===== src/rtl/cmul3_pkg.sv =====
package cmul3_pkg;

    localparam real TWO_PI = 6.283185307179586;

    // Quantised sine or cosine of 2*pi*k/n scaled by 2^frac, rounded to nearest.
    function automatic int q_trig(input int k, input int n, input int frac, input bit pick_cos);
        real ang;
        real v;
        ang = TWO_PI * k / n;
        v   = pick_cos ? $cos(ang) : $sin(ang);
        return int'(v * real'(64'd1 << frac));
    endfunction

endpackage


===== src/rtl/cmul3_tw_rom.sv =====
module cmul3_tw_rom #(
    parameter int IW = 5,
    parameter int TW = 16
) (
    input  logic [IW-1:0]        idx,
    output logic signed [TW-1:0] sin_o,
    output logic signed [TW-1:0] cos_o,
    output logic signed [TW-1:0] dif_o
);
    localparam int NENT = 1 << IW;
    localparam int FRAC = TW - 2;

    logic signed [TW-1:0] sin_t [NENT];
    logic signed [TW-1:0] cos_t [NENT];
    logic signed [TW-1:0] dif_t [NENT];

    for (genvar k = 0; k < NENT; k++) begin : g_ent
        localparam int SQ = cmul3_pkg::q_trig(k, NENT, FRAC, 1'b0);
        localparam int CQ = cmul3_pkg::q_trig(k, NENT, FRAC, 1'b1);
        assign sin_t[k] = TW'(SQ);
        assign cos_t[k] = TW'(CQ);
        assign dif_t[k] = TW'(CQ - SQ);
    end

    assign sin_o = sin_t[idx];
    assign cos_o = cos_t[idx];
    assign dif_o = dif_t[idx];
endmodule


===== src/rtl/cmul3_booth_mult.sv =====
module cmul3_booth_mult #(
    parameter int AW = 17,
    parameter int BW = 16,
    parameter int PW = AW + BW
) (
    input  logic signed [AW-1:0] a,
    input  logic signed [BW-1:0] b,
    output logic signed [PW-1:0] p
);
    localparam int NPP = (BW + 1) / 2;

    logic signed [2*NPP:0] bx;
    logic signed [PW-1:0]  ae;
    logic signed [PW-1:0]  pp;
    logic signed [PW-1:0]  acc;
    logic [2:0]            grp;

    always_comb begin
        bx  = {(2*NPP)'(b), 1'b0};
        ae  = PW'(a);
        acc = '0;
        pp  = '0;
        grp = '0;
        for (int i = 0; i < NPP; i++) begin
            grp = bx[2*i +: 3];
            unique case (grp)
                3'b001, 3'b010: pp = ae;
                3'b011:         pp = ae <<< 1;
                3'b100:         pp = -(ae <<< 1);
                3'b101, 3'b110: pp = -ae;
                default:        pp = '0;
            endcase
            acc = acc + (pp <<< (2*i));
        end
        p = acc;
    end
endmodule


===== src/rtl/cmul3_round_sat.sv =====
module cmul3_round_sat #(
    parameter int XW   = 34,
    parameter int OW   = 16,
    parameter int FRAC = 14
) (
    input  logic signed [XW-1:0] x,
    output logic signed [OW-1:0] y
);
    localparam logic signed [XW:0] HALF = (XW+1)'(64'd1 << (FRAC-1));
    localparam logic signed [XW:0] MAXV = (XW+1)'((64'd1 << (OW-1)) - 64'd1);
    localparam logic signed [XW:0] MINV = ~MAXV;

    logic signed [XW:0] biased;
    logic signed [XW:0] shifted;

    always_comb begin
        biased  = (XW+1)'(x) + HALF;
        shifted = biased >>> FRAC;
        if (shifted > MAXV)
            y = MAXV[OW-1:0];
        else if (shifted < MINV)
            y = MINV[OW-1:0];
        else
            y = shifted[OW-1:0];
    end
endmodule


===== src/rtl/cmul3_twiddle.sv =====
module cmul3_twiddle #(
    parameter int DW = 16,
    parameter int TW = 16,
    parameter int IW = 5
) (
    input  logic                 clk,
    input  logic                 rst_n,
    input  logic                 in_valid,
    input  logic signed [DW-1:0] in_re,
    input  logic signed [DW-1:0] in_im,
    input  logic [IW-1:0]        tw_idx,
    output logic                 out_valid,
    output logic signed [DW-1:0] out_re,
    output logic signed [DW-1:0] out_im
);
    localparam int FRAC = TW - 2;
    localparam int SW   = DW + 1;
    localparam int PWS  = SW + TW;
    localparam int PWD  = DW + TW;
    localparam int AW   = PWS + 1;

    // table lookup
    logic signed [TW-1:0] t_sin, t_cos, t_dif;

    cmul3_tw_rom #(.IW(IW), .TW(TW)) u_rom (
        .idx   (tw_idx),
        .sin_o (t_sin),
        .cos_o (t_cos),
        .dif_o (t_dif)
    );

    // stage 1: pre-add
    logic                 s1_v;
    logic signed [DW-1:0] s1_ar;
    logic signed [SW-1:0] s1_sum, s1_dif;
    logic signed [TW-1:0] s1_sin, s1_cos, s1_d;

    always_ff @(posedge clk or negedge rst_n) begin
        if (!rst_n) s1_v <= 1'b0;
        else        s1_v <= in_valid;
    end

    always_ff @(posedge clk) begin
        s1_ar  <= in_re;
        s1_sum <= SW'(in_re) + SW'(in_im);
        s1_dif <= SW'(in_im) - SW'(in_re);
        s1_sin <= t_sin;
        s1_cos <= t_cos;
        s1_d   <= t_dif;
    end

    // stage 2: three Booth products
    logic signed [PWS-1:0] m_ps, m_pc;
    logic signed [PWD-1:0] m_pd;

    cmul3_booth_mult #(.AW(SW), .BW(TW)) u_mul_s (.a(s1_sum), .b(s1_sin), .p(m_ps));
    cmul3_booth_mult #(.AW(SW), .BW(TW)) u_mul_c (.a(s1_dif), .b(s1_cos), .p(m_pc));
    cmul3_booth_mult #(.AW(DW), .BW(TW)) u_mul_d (.a(s1_ar),  .b(s1_d),   .p(m_pd));

    logic                  s2_v;
    logic signed [PWS-1:0] s2_ps, s2_pc;
    logic signed [PWD-1:0] s2_pd;

    always_ff @(posedge clk or negedge rst_n) begin
        if (!rst_n) s2_v <= 1'b0;
        else        s2_v <= s1_v;
    end

    always_ff @(posedge clk) begin
        s2_ps <= m_ps;
        s2_pc <= m_pc;
        s2_pd <= m_pd;
    end

    // stage 3: post-add, round, saturate
    logic signed [AW-1:0] re_full, im_full;
    logic signed [DW-1:0] re_rs, im_rs;

    always_comb begin
        re_full = AW'(s2_ps) + AW'(s2_pd);
        im_full = AW'(s2_pc) + AW'(s2_pd);
    end

    cmul3_round_sat #(.XW(AW), .OW(DW), .FRAC(FRAC)) u_rs_re (.x(re_full), .y(re_rs));
    cmul3_round_sat #(.XW(AW), .OW(DW), .FRAC(FRAC)) u_rs_im (.x(im_full), .y(im_rs));

    always_ff @(posedge clk or negedge rst_n) begin
        if (!rst_n) out_valid <= 1'b0;
        else        out_valid <= s2_v;
    end

    always_ff @(posedge clk) begin
        out_re <= re_rs;
        out_im <= im_rs;
    end
endmodule


===== config.mk =====
export PLATFORM = sky130hd
export DESIGN_NAME = cmul3_twiddle
export DESIGN_NICKNAME = d
export VERILOG_FILES = /design/src/rtl/cmul3_pkg.sv /design/src/rtl/cmul3_tw_rom.sv /design/src/rtl/cmul3_booth_mult.sv /design/src/rtl/cmul3_round_sat.sv /design/src/rtl/cmul3_twiddle.sv
export SDC_FILE = /design/constraint.sdc
export NUM_CORES = 2
export LEC_CHECK = 0
export BUFFER_PORTS_ARGS = -buffer_cell sky130_fd_sc_hd__buf_2
export CAP_MARGIN = 20
export CELL_PAD_IN_SITES_DETAIL_PLACEMENT = 2
export CELL_PAD_IN_SITES_GLOBAL_PLACEMENT = 2
export CORE_AREA = 2 2 302 363
export CTS_CLUSTER_DIAMETER = 40
export DETAILED_ROUTE_END_ITERATION = 6
export DIE_AREA = 0 0 304 365
export GPL_TIMING_DRIVEN = 1
export PLACE_DENSITY = 0.85
export SLEW_MARGIN = 20
export SYNTH_ARGS = -nofsm -noshare
export SYNTH_HDL_FRONTEND = slang
export SYNTH_HIERARCHICAL = 1
export SYNTH_SLANG_ARGS = --single-unit
export TNS_END_PERCENT = 5

===== constraint.sdc =====
create_clock -name clk -period 17.7 [get_ports clk]
set_input_delay 0.885 -clock clk [delete_from_list [all_inputs] [get_ports clk]]
set_output_delay 0.885 -clock clk [all_outputs]
set_load 0.02 [all_outputs]

==> impl_metrics.tcl <==
set metrics [dict create \
    fin_skew_ns 0.0406 \
    critPathKind "register to register" \
    core_um2 108000 \
    io-pin-count 73 \
    finalSetupTns_ns 0 \
    track_usage_pct 44.9 \
    cp.required_ns 18.21 \
    ff2ff_path_depth 22 \
    r2r_start "s1_ar[1]" \
    setup_viol 0 \
    vias 51134 \
    clock_sink_count 230 \
    rr_endpoint "s2_pd[31]" \
    worstPathArrival_ns 10.77 \
    syn_area_per_cell_um2 7.61 \
    post_cts_buffers 0 \
    whs_ns 0.0541 \
    drt.antenna.violating_nets 0 \
    cts_hold_buf 0 \
    htreeDepth 2 \
    dpl_cell_area_um2 46800 \
    outcome "complete, but fails checks" \
    end_kind "register" \
    worst_slew_pin_slew_ns 1.34 \
    drt_iter0_markers 6140 \
    finalInstanceArea_um2 48400 \
    gp_congestion 0.999 \
    rsz0062_at_grt "false" \
    cts_tree "done" \
    violations "design-rule violations" \
    cts-root-buf "clkbuf_16" \
    place_ws_ns 8.17 \
    final_cell_mix "inv_1, nand2_1, a21oi_1, o21ai_0, nor2_1" \
    post_cts_resized 0 \
    die_y_um 365 \
    max_freq_mhz 97.5 \
    clkTransAtPathRegs_ns 0.06 \
    core.rowCount 132 \
    ys.warnings.count 6 \
    die_x_um 304 \
    routed_wl_um 254000 \
    cts_made_buffers 47 \
    drv_slew 0 \
    syn_inst 5982 \
    grt_overflow 0 \
    min_period_over_period_pct 58.0 \
    drc 1 \
    numPortBuffers 72 \
    layout_commonest_cell "inv_1" \
    antenna_found_initial 28 \
    avgRoutedWirePerCell_um 35.3 \
    nNetsFinal 6458 \
    fillerInstances 12248 \
    drive_above_1_share_pct 9.26 \
    cts_buffer_depth 3 \
    cp-start-kind "register" \
    grt_max_degree 68 \
    grt_pass1_vias 55043 \
    start_util_pct 42.3 \
    dp_hpwl_um 174000 \
    worst_slack_ns 7.44 \
    cap_violations 0 \
    syn2layout_area_growth_pct 6.37 \
    final_hold_viol_count 0 \
    syn_nets 6689 \
    rrSetupSlack_ns 7.44 \
    min_path_type "primary input to asynchronous set/reset pin" \
    crit_fanout 13 \
    viasPerCell 7.10 \
    grt_pass1_wl_um 375000 \
    slew_headroom_pct 10.1 \
    fin_crit_ns 10.26 \
    dieArea_um2 111000 \
    syn_area_um2 45500 \
    drt_pass1_iterations 7 \
    clk_latency_ns 0.65 \
]
[how the worst max path moves through the flow]
| stage | slack, ns | depth (start not counted) | to | startpoint |
|---|---|---|---|---|
| 2_1_floorplan | 10.49 | 27 | s2_pd[31] | s1_ar[0] |
| 3_3_place_gp | 8.81 | 24 | s2_pd[31] | s1_ar[1] |
| 3_5_place_dp | 8.17 | 22 | s2_pd[31] | s1_ar[1] |
| 4_1_cts | 7.56 | 22 | s2_pd[31] | s1_ar[1] |
| 5_1_grt | 7.52 | 24 | s2_pd[31] | s1_ar[1] |
| 6_report | 7.44 | 22 | s2_pd[31] | s1_ar[1] |
[layout make-up]
cell class / instances / area (um^2) / area share [%]
antenna: 3 / 7.51 / 0.0155
clock buffer: 51 / 1200 / 2.48
clock inverter: 35 / 362 / 0.747
inverter: 596 / 2240 / 4.63
multi-input combinational: 4642 / 36600 / 75.6
sequential: 230 / 4650 / 9.60
tap: 1407 / 1760 / 3.64
timing repair buffer: 234 / 1580 / 3.26
[metrics by stage]
stage | cells | utilization [%]
finish | 7198 | 45.0
global route | 7195 | 45.0
CTS | 7195 | 45.0
detailed placement | 7109 | 43.5
global placement | 7109 | 43.5
floorplan | 5982 | -
[layer usage]
metal / track usage [%] / wire, um / vias up / share of wire (%)
met3: 12.5 / 26100 / 1454 / 10
met2: 72.3 / 113000 / 3522 / 45
met1: 49.0 / 87500 / 25578 / 34
li1: - / - / 20544 / -
met5: 0 / 221 / - / 0.087
met4: 39.1 / 27100 / 36 / 11
[flip-flops by register name, indices dropped and copies added, names as in the netlist]
name / flops
s1_v: 1
out_im: 16
s1_sum: 16
s1_ar: 16
s2_v: 1
s1_sin: 16
s1_dif: 17
out_valid: 1
s1_cos: 16
out_re: 16
s2_pd: 32
s1_d: 16
s2_pc: 33
s2_ps: 33
[worst max-delay path, stage by stage (launching register included)]
cell and delay (ns):
dfxtp_1 0.49, inv_1 0.27, ha_1 0.58, or3b_1 0.67, or3_1 0.59, or3_1 0.56, xnor2_1 0.79, o21ai_0 0.29
a22o_1 0.27, fa_1 0.50, fa_1 0.48, fa_1 0.51, ha_1 0.35, ha_1 0.44, a21o_1 0.26, a2111oi_1 1.06
o21ai_0 0.45, a21oi_1 0.50, a21oi_1 0.17, o21a_1 0.23, o21a_1 0.20, o41a_1 0.33, xnor2_1 0.14
Power is not shown: default switching activity piles up to over one toggle a cycle in this logic, so the estimate is an artifact.
